## src/rtl/vin_pkg.sv

```systemverilog
package vin_pkg;

  typedef enum logic [2:0] {
    IM_SD        = 3'b000,
    IM_HD_SDR    = 3'b001,
    IM_HD_DDR    = 3'b010,
    IM_SD_HDSDR  = 3'b011,
    IM_SD_HDDDR  = 3'b100,
    IM_RSV_A     = 3'b101,
    IM_RSV_B     = 3'b110,
    IM_HD_BYTE   = 3'b111
  } in_mode_e;

  // Which capture engines run this cycle
  typedef struct packed {
    logic sd_en;
    logic hd_sdr16;
    logic hd_ddr;
    logic hd_444;
    logic hd_byte;
    logic err;
  } path_cfg_t;

  function automatic path_cfg_t decode_mode(input logic [2:0] mode,
                                            input logic [1:0] edge_sel,
                                            input logic       want444);
    path_cfg_t c;
    c = '0;
    case (in_mode_e'(mode))
      IM_SD:       c.sd_en = 1'b1;
      IM_HD_SDR: begin
        c.hd_444   = want444;
        c.hd_sdr16 = !want444;
      end
      IM_HD_DDR:   c.hd_ddr = 1'b1;
      IM_SD_HDSDR: begin
        c.sd_en    = 1'b1;
        c.hd_sdr16 = 1'b1;
      end
      IM_SD_HDDDR: begin
        c.sd_en  = 1'b1;
        c.hd_ddr = 1'b1;
      end
      IM_HD_BYTE:  c.hd_byte = 1'b1;
      default:     c.err = 1'b1;
    endcase
    // only 2'b00 and 2'b11 are legal edge assignments in dual-edge modes
    if (c.hd_ddr && (edge_sel == 2'b01 || edge_sel == 2'b10)) begin
      c     = '0;
      c.err = 1'b1;
    end
    return c;
  endfunction

endpackage

```

## src/rtl/vin_deint8.sv

```systemverilog
// Byte-serial 4:2:2 (Cb,Y,Cr,Y) splitter
module vin_deint8 #(
  parameter int W = 8
) (
  input  logic         clk,
  input  logic         rst,
  input  logic         en,
  input  logic         line_start,
  input  logic [W-1:0] din,
  output logic         valid,
  output logic         even,
  output logic [W-1:0] y,
  output logic [W-1:0] cb,
  output logic [W-1:0] cr
);
  localparam logic [1:0] PH_CB = 2'd0;
  localparam logic [1:0] PH_Y0 = 2'd1;
  localparam logic [1:0] PH_CR = 2'd2;

  logic [1:0]   ph;
  logic [1:0]   eff;
  logic [W-1:0] hold_cb;
  logic [W-1:0] hold_y;

  assign eff = line_start ? PH_CB : ph;

  always_ff @(posedge clk) begin
    if (rst) begin
      ph      <= PH_CB;
      valid   <= 1'b0;
      even    <= 1'b0;
      y       <= '0;
      cb      <= '0;
      cr      <= '0;
      hold_cb <= '0;
      hold_y  <= '0;
    end else if (!en) begin
      ph    <= PH_CB;
      valid <= 1'b0;
      even  <= 1'b0;
    end else begin
      ph    <= eff + 2'd1;
      valid <= eff[1];
      even  <= (eff == PH_CR);
      case (eff)
        PH_CB:   hold_cb <= din;
        PH_Y0:   hold_y  <= din;
        PH_CR: begin
          y  <= hold_y;
          cb <= hold_cb;
          cr <= din;
        end
        default: y <= din;
      endcase
    end
  end

  // an even sample is always followed by an odd or an idle cycle
  p_even_then_odd_r4: assert property (@(posedge clk) disable iff (rst)
    (valid && even) |=> !even);

  // byte in the line-start cycle is Cb, so nothing comes out on the next edge
  p_restart_cb_r5: assert property (@(posedge clk) disable iff (rst)
    (en && line_start) |=> !valid);

endmodule

```

## src/rtl/vin_deint16.sv

```systemverilog
// Luma + alternating chroma (one pair per clock) splitter
module vin_deint16 #(
  parameter int W = 8
) (
  input  logic         clk,
  input  logic         rst,
  input  logic         en,
  input  logic         line_start,
  input  logic [W-1:0] yin,
  input  logic [W-1:0] cin,
  output logic         valid,
  output logic         even,
  output logic [W-1:0] y,
  output logic [W-1:0] cb,
  output logic [W-1:0] cr
);
  logic         ph;
  logic         eff;
  logic         pend;
  logic [W-1:0] hold_y0;
  logic [W-1:0] hold_y1;
  logic [W-1:0] hold_cb;

  assign eff = line_start ? 1'b0 : ph;

  always_ff @(posedge clk) begin
    if (rst) begin
      ph      <= 1'b0;
      pend    <= 1'b0;
      valid   <= 1'b0;
      even    <= 1'b0;
      y       <= '0;
      cb      <= '0;
      cr      <= '0;
      hold_y0 <= '0;
      hold_y1 <= '0;
      hold_cb <= '0;
    end else if (!en) begin
      ph    <= 1'b0;
      pend  <= 1'b0;
      valid <= 1'b0;
      even  <= 1'b0;
    end else begin
      ph <= !eff;
      if (!eff) begin
        // Cb cycle: store, and release the odd luma of the previous pair
        hold_y0 <= yin;
        hold_cb <= cin;
        valid   <= pend;
        even    <= 1'b0;
        pend    <= 1'b0;
        if (pend) y <= hold_y1;
      end else begin
        valid   <= 1'b1;
        even    <= 1'b1;
        y       <= hold_y0;
        cb      <= hold_cb;
        cr      <= cin;
        hold_y1 <= yin;
        pend    <= 1'b1;
      end
    end
  end

  p_pair_alt_r6: assert property (@(posedge clk) disable iff (rst)
    (valid && even) |=> !even);

  p_restart_r6: assert property (@(posedge clk) disable iff (rst)
    (en && line_start) |=> !even);

endmodule

```

## src/rtl/vin_ddr_cap.sv

```systemverilog
// Dual-edge capture: one register per edge, paired in the rising domain
module vin_ddr_cap #(
  parameter int W = 8
) (
  input  logic         clk,
  input  logic         rst,
  input  logic [W-1:0] din,
  input  logic         line_start,
  input  logic         luma_on_rise,
  output logic [W-1:0] luma,
  output logic [W-1:0] chroma,
  output logic         line_start_d
);
  logic [W-1:0] rise_q;
  logic [W-1:0] fall_q;

  always_ff @(posedge clk) begin
    if (rst) begin
      rise_q       <= '0;
      line_start_d <= 1'b0;
    end else begin
      rise_q       <= din;
      line_start_d <= line_start;
    end
  end

  always_ff @(negedge clk) begin
    if (rst) fall_q <= '0;
    else     fall_q <= din;
  end

  // between the falling edge and the next rising edge both halves are stable
  assign luma   = luma_on_rise ? rise_q : fall_q;
  assign chroma = luma_on_rise ? fall_q : rise_q;

endmodule

```

## src/rtl/vin_capture.sv

```systemverilog
module vin_capture #(
  parameter int W = 8
) (
  input  logic         clk,
  input  logic         rst,
  input  logic [2:0]   in_mode,
  input  logic [1:0]   ddr_edge,
  input  logic         sd_bus_swap,
  input  logic         hd_full444,
  input  logic         sd_line_start,
  input  logic         hd_line_start,
  input  logic [W-1:0] y_bus,
  input  logic [W-1:0] c_bus,
  input  logic [W-1:0] s_bus,
  output logic         sd_valid,
  output logic         sd_even,
  output logic [W-1:0] sd_y,
  output logic [W-1:0] sd_cb,
  output logic [W-1:0] sd_cr,
  output logic         hd_valid,
  output logic         hd_even,
  output logic [W-1:0] hd_y,
  output logic [W-1:0] hd_cb,
  output logic [W-1:0] hd_cr,
  output logic         cfg_err
);
  import vin_pkg::*;

  localparam logic [1:0] EDGE_LUMA_RISE = 2'b11;

  path_cfg_t cfg_d;
  path_cfg_t cfg_q;

  assign cfg_d = decode_mode(in_mode, ddr_edge, hd_full444);

  always_ff @(posedge clk) begin
    if (rst) cfg_q <= '0;
    else     cfg_q <= cfg_d;
  end

  assign cfg_err = cfg_q.err;

  // SD path
  logic [W-1:0] sd_src;
  assign sd_src = sd_bus_swap ? y_bus : s_bus;

  vin_deint8 #(.W(W)) u_sd (
    .clk(clk), .rst(rst), .en(cfg_d.sd_en), .line_start(sd_line_start),
    .din(sd_src), .valid(sd_valid), .even(sd_even),
    .y(sd_y), .cb(sd_cb), .cr(sd_cr)
  );

  // HD byte-serial engine (double-rate 8-bit)
  logic         b_valid, b_even;
  logic [W-1:0] b_y, b_cb, b_cr;

  vin_deint8 #(.W(W)) u_hd_byte (
    .clk(clk), .rst(rst), .en(cfg_d.hd_byte), .line_start(hd_line_start),
    .din(y_bus), .valid(b_valid), .even(b_even),
    .y(b_y), .cb(b_cb), .cr(b_cr)
  );

  // HD dual-edge capture
  logic [W-1:0] d_luma, d_chroma;
  logic         d_ls;

  vin_ddr_cap #(.W(W)) u_ddr (
    .clk(clk), .rst(rst), .din(y_bus), .line_start(hd_line_start),
    .luma_on_rise(ddr_edge == EDGE_LUMA_RISE),
    .luma(d_luma), .chroma(d_chroma), .line_start_d(d_ls)
  );

  // HD 4:2:2 pair engine, fed by single-rate buses or the dual-edge pair
  logic         p_en, p_ls;
  logic [W-1:0] p_yin, p_cin;
  logic         w_valid, w_even;
  logic [W-1:0] w_y, w_cb, w_cr;

  assign p_en  = cfg_d.hd_sdr16 | cfg_d.hd_ddr;
  assign p_ls  = cfg_d.hd_ddr ? d_ls     : hd_line_start;
  assign p_yin = cfg_d.hd_ddr ? d_luma   : y_bus;
  assign p_cin = cfg_d.hd_ddr ? d_chroma : c_bus;

  vin_deint16 #(.W(W)) u_hd_pair (
    .clk(clk), .rst(rst), .en(p_en), .line_start(p_ls),
    .yin(p_yin), .cin(p_cin), .valid(w_valid), .even(w_even),
    .y(w_y), .cb(w_cb), .cr(w_cr)
  );

  // HD 4:4:4 full-pixel register
  logic         f_valid;
  logic [W-1:0] f_y, f_cb, f_cr;

  always_ff @(posedge clk) begin
    if (rst) begin
      f_valid <= 1'b0;
      f_y     <= '0;
      f_cb    <= '0;
      f_cr    <= '0;
    end else begin
      f_valid <= cfg_d.hd_444;
      if (cfg_d.hd_444) begin
        f_y  <= y_bus;
        f_cb <= c_bus;
        f_cr <= s_bus;
      end
    end
  end

  // HD output select follows the configuration registered with the samples
  always_comb begin
    hd_valid = 1'b0;
    hd_even  = 1'b0;
    hd_y     = '0;
    hd_cb    = '0;
    hd_cr    = '0;
    if (cfg_q.hd_byte) begin
      hd_valid = b_valid; hd_even = b_even;
      hd_y = b_y; hd_cb = b_cb; hd_cr = b_cr;
    end else if (cfg_q.hd_sdr16 || cfg_q.hd_ddr) begin
      hd_valid = w_valid; hd_even = w_even;
      hd_y = w_y; hd_cb = w_cb; hd_cr = w_cr;
    end else if (cfg_q.hd_444) begin
      hd_valid = f_valid; hd_even = f_valid;
      hd_y = f_y; hd_cb = f_cb; hd_cr = f_cr;
    end
  end

  p_err_blocks_r3: assert property (@(posedge clk) disable iff (rst)
    cfg_err |-> (!sd_valid && !hd_valid));

  p_sd_gated_r2: assert property (@(posedge clk) disable iff (rst)
    !cfg_q.sd_en |-> !sd_valid);

  p_hd_even_valid_r7: assert property (@(posedge clk) disable iff (rst)
    hd_even |-> hd_valid);

endmodule

```

## config.mk

```make
export PLATFORM = sky130hd
export DESIGN_NAME = vin_capture
export DESIGN_NICKNAME = d
export VERILOG_FILES = /design/src/rtl/vin_pkg.sv /design/src/rtl/vin_deint8.sv /design/src/rtl/vin_deint16.sv /design/src/rtl/vin_ddr_cap.sv /design/src/rtl/vin_capture.sv
export SDC_FILE = /design/constraint.sdc
export NUM_CORES = 1
export LEC_CHECK = 0
export BUFFER_PORTS_ARGS = -buffer_cell sky130_fd_sc_hd__buf_2
export CAP_MARGIN = 15
export CORE_UTILIZATION = 40
export CTS_CLUSTER_DIAMETER = 80
export DETAILED_ROUTE_END_ITERATION = 12
export PLACE_DENSITY_LB_ADDON = 0.25
export RECOVER_POWER = 100
export SETUP_SLACK_MARGIN = 0.2
export SYNTH_ARGS = -nofsm -noshare
export SYNTH_HDL_FRONTEND = slang
export SYNTH_SLANG_ARGS = --single-unit
```

## constraint.sdc

```tcl
create_clock -name clk -period 3 [get_ports clk]
set_clock_uncertainty 0.05 [all_clocks]
set_input_delay 0.6 -clock clk [delete_from_list [all_inputs] [get_ports clk]]
set_output_delay 0.6 -clock clk [all_outputs]
set_load 0.05 [all_outputs]
```

* After elaboration in Yosys (flattened, before gate mapping)
Index checks and enable logic that the tools add are counted. Widths: inputs -> output; s select.
Cells by class: multiply operators 0, $lt $le $gt $ge 0, bitwise gates (word level) 7, add/sub/neg operators 2, divide/modulo/power cells 0, equality and inequality tests 12, shift-type cells 0, reduce and logical (&&, ||, !) cells 28, mux-type cells 37
Operator list (number):
- $mux 8 | 17
- $pmux 8 s2 | 2
- $reduce_and 2->1 | 11
- $mux 1 | 14
- $reduce_or 2->1 | 6
- $eq 2x2->1 const B | 4
- $eq 2x1->1 const B | 3
- $eq 3x2->1 const B | 2
- $eq 3x3->1 const B | 2
- $mux 6 | 1
- $not 1->1 | 6
- $reduce_or 6->1 | 1
- $add 2x1->2 const B | 2
- $logic_not 2->1 | 2
- $mux 2 | 2
- $eq 3x1->1 const B | 1
- $logic_not 3->1 | 1
- $reduce_or 3->1 | 1
- $logic_not 1->1 | 2
- $logic_or 1x1->1 | 2
- $pmux 1 s2 | 1
- $reduce_bool 2->1 | 1
- $logic_and 1x1->1 | 1
- $or 1x1->1 | 1
Storage, ports and cells: bits in read-only memories 0, bits in latches 0, memories 0, logic and storage cells 122, bits in writable memories 0, output and inout port bits 53, bits in registers 185

* Depth between registers and ports, before layout
depth after elaboration 9, depth in mapped cells 9, gate-level depth less buffers 7

* Modules after synthesis
Synthesis repeated with hierarchy kept, for this count alone.
Second synthesis, totals: cells, all modules 955, area total of the unflattened synthesis 8104.0 um^2
By module, submodules not included:
- vin_deint8 | area each 1686.6 um^2, sequential area each 880.8 um^2, times used 2, cells each 197
- vin_capture | area each 2089.5 um^2, sequential area each 580.6 um^2, times used 1, cells each 282
- vin_deint16 | area each 1991.9 um^2, sequential area each 1021.0 um^2, times used 1, cells each 234
- vin_ddr_cap | area each 649.4 um^2, sequential area each 340.3 um^2, times used 1, cells each 45

==> flow_metrics.tcl <==
set metrics [dict create \
    core-area_um2 19000 \
    clk_pin_slew_ns 0.08 \
    synthTopCellsByArea "dfxtp_1 (47%), nand2_1 (8.1%), a21oi_1 (6.8%)" \
    antenna_cells 0 \
    cts_tree "yes" \
    n_fill_cell 1886 \
    holdWs_ns 0.349 \
    yosysTopAreaCell "dfxtp_1" \
    grt_use_total_pct 21.3 \
    worst_pin_slew_ns 1.50 \
    design_area_um2 9040 \
    p_per_area_nw_per_um2 582 \
    ys_seq_area_share_pct 47.3 \
    synth-xor-area-share_pct 0.671 \
    leakage_nw 3.51 \
    synth_cells 914 \
    hold_viol 0 \
    min_to "f_cr[1]$_SDFFE_PP0P_" \
    drtAntennaViolNets 0 \
    drt_pass1_iterations 5 \
    grt_overflow 0 \
    async_flop_share_pct 0 \
    clkLatencyLatePin_ns 0.46 \
    synth_top_family_by_area "simple AND/OR/NAND/NOR gates" \
    multiInputGateArea_um2 3750 \
    start_util_pct 41.3 \
    wl_per_cell_um 16.6 \
    slew_viol_final 0 \
    cp-start-kind "flop" \
    ys_seq_elements 185 \
    switching_share_pct 27.5 \
    cp_max_fo 2 \
    cts_sinks 185 \
    syn_nets 956 \
    clkPwrFrac_pct 43.2 \
    cts_hold_buf 0 \
    max_cap_viol_count 1 \
    placementRows 50 \
    period_minus_slack_ns 2.82 \
    switching_power_mw 1.45 \
    totalWireLength_um 20900 \
    yosys_warnings 0 \
    slew_headroom_pct 0.0909 \
    fin_nets 1022 \
    path_class "flop to flop" \
    finalSetupViolations 0 \
    cts_max_level 4 \
    netlist_area_um2 7830 \
    worstRegToRegCells 5 \
    finalCritPeriodShare_pct 93.9 \
    grt_first_pass_wirelength_um 32100 \
    violations "capacitance limit" \
    grt_util_met2_pct 33.8 \
    synth_top_area_share_pct 47.3 \
    min_delay_path_depth 3 \
    io_pins 88 \
    yosys.area_share.simple_pct 21.3 \
    regToRegSetupSlack_ns 0.18 \
    synth.most_common_cell "dfxtp_1" \
    synth_mux_area_share_pct 9.59 \
    crit_path_end_kind "flop" \
    cts_buffers 17 \
    met1_usage_pct 28.6 \
    clock-root-buffer "clkbuf_16" \
    top_usage_layer "met2" \
    synth_compound_area_share_pct 15.3 \
    die_h_um 142 \
    min_path_type "input port to flop" \
    cell_internal_pwr_mw 3.81 \
    via_per_inst 5.15 \
    drc 0 \
    syn_avg_cell_area_um2 8.57 \
    ys_top_cells_by_count "dfxtp_1 (185), nand2_1 (168), a21oi_1 (107), nor2_1 (76), clkbuf_1 (58)" \
    total_power_mw 5.26 \
    ys_types 40 \
    ys.flop_type "dfxtp_1" \
    place_area_um2 8480 \
    gp_congestion 0.771 \
    drt_iter0_drc 418 \
    antenna_found_initial 0 \
    die_area_um2 20100 \
    rsz0062_at_grt "yes" \
    run_status "complete, but fails checks" \
    grt_pass1_vias 5704 \
    fmax_mhz 359 \
    min_from "s_bus[1]" \
    grt_max_degree 86 \
    vias 6449 \
    fin_setup_tns_ns 0 \
    vdd_drop_max_mv 0.443 \
    crit_required_ns 3.27 \
    r2r-start "u_ddr.fall_q[3]$_DFF_N_" \
    dieWidth_um 142 \
    drive_above_1_share_pct 13.4 \
    synth_enable_flop_cells 0 \
    port_buffers 87 \
    timing.rr.end "u_hd_pair.hold_cb[3]$_SDFFE_PP0P_" \
    met3_usage_pct 4.35 \
    synth-adder-area-share_pct 1.12 \
    ctsLongestPathBuffers 2 \
    arrival_ns 3.09 \
    regArea_um2 3700 \
    syn2layout_area_growth_pct 15.4 \
    pwr-share-comb_pct 8.2 \
    seqPwrFrac_pct 48.5 \
    hpwl_um 14100 \
]
worst max-delay path by stage:
stage,start,endpoint
after floorplan,rst,u_ddr.fall_q[0]$_DFF_N_
after global placement,u_ddr.fall_q[3]$_DFF_N_,u_hd_pair.hold_cb[3]$_SDFFE_PP0P_
after detailed placement,u_ddr.fall_q[3]$_DFF_N_,u_hd_pair.hold_cb[3]$_SDFFE_PP0P_
after CTS,cfg_q[4]$_SDFF_PP0_,hd_cb[4]
after global routing,u_ddr.fall_q[2]$_DFF_N_,u_hd_pair.hold_cb[2]$_SDFFE_PP0P_
final,u_ddr.fall_q[3]$_DFF_N_,u_hd_pair.hold_cb[3]$_SDFFE_PP0P_
timing repair:
action / 4_1_cts / 5_1_grt
resized for setup: 0 / 9
buffers inserted: 0 / 5
setup endpoints to repair: 0 / 9
final cells by class:
cell class / count / area share [%]
clock buffer: 17 / 4.71
timing repair buffer: 120 / 6.84
clock inverter: 23 / 2.17
sequential: 185 / 41.0
tap: 260 / 3.60
multi-input combinational: 644 / 41.5
inverter: 4 / 0.166
critical path, stage by stage, from the launching register on:
cell	delay [ns]
dfxtp_1	0.30
mux2i_1	0.21
nor3_1	0.08
a21oi_1	0.20
nor2_1	0.05
mux2_1	0.30
power by group through the flow:
stage / clock network (mW) / logic [mW] / registers, mW
floorplan: 0.0185 / 0.301 / 2.61
global placement: 0.0185 / 0.431 / 2.61
detailed placement: 0.0185 / 0.433 / 2.61
CTS: 2.31 / 0.434 / 2.55
global route: 2.44 / 0.474 / 2.56
finish: 2.27 / 0.433 / 2.55
through the flow:
| stage | cells | setup WS (ns) | util (%) |
|---|---|---|---|
| 2_1_floorplan | 914 | 0.213 | - |
| 3_3_place_gp | 1209 | 0.258 | 44.7 |
| 3_5_place_dp | 1209 | 0.247 | 44.7 |
| 4_1_cts | 1248 | 0.200 | 48.0 |
| 5_1_grt | 1253 | 0.120 | 47.7 |
| 6_report | 1253 | 0.184 | 47.7 |
routing by layer:
layer / vias up / routed length [µm]
li1: 3246 / -
met1: 2996 / 9780
met2: 180 / 9670
met3: 27 / 1000
met4: 0 / 397
met5: - / 0
logic make-up (layout without fill, tap and decap cells):
| group | count (synthesis) | after routing |
|---|---|---|
| AO/OA/AOI/OAI | 203 | 203 |
| XOR/XNOR | 3 | 3 |
| adder cells (fa/ha/maj) | 7 | 7 |
| buffers and inverters | 85 | 164 |
| flip-flops | 185 | 185 |
| multiplexers | 72 | 72 |
| AND/OR/NAND/NOR | 359 | 359 |
placed cells by master (no fill, tap or decap), types with 2 or more instances in the layout:
cell / Yosys / final
and2_0: 0 / 5
o31ai_1: 16 / 16
clkbuf_2: 0 / 15
nor2b_1: 26 / 26
clkbuf_1: 58 / 44
clkinv_4: 0 / 3
buf_4: 6 / 26
ha_1: 7 / 7
nor3b_1: 3 / 3
a22o_1: 8 / 8
mux2i_1: 48 / 48
and3_1: 25 / 25
nand3b_1: 17 / 17
nor2_1: 76 / 76
inv_6: 0 / 4
a21oi_2: 2 / 4
dfxtp_1: 185 / 185
clkinv_8: 0 / 3
clkbuf_16: 0 / 17
and2_1: 8 / 3
buf_2: 8 / 32
nand2_1: 168 / 168
a21oi_1: 107 / 105
nand2b_1: 6 / 6
mux2_2: 15 / 14
and3b_1: 2 / 2
nor3_1: 20 / 20
inv_1: 5 / 12
a211oi_1: 32 / 32
mux2_1: 9 / 10
inv_8: 0 / 5
o21ai_0: 34 / 34
No activity file was read; power rests on OpenSTA's default activity.
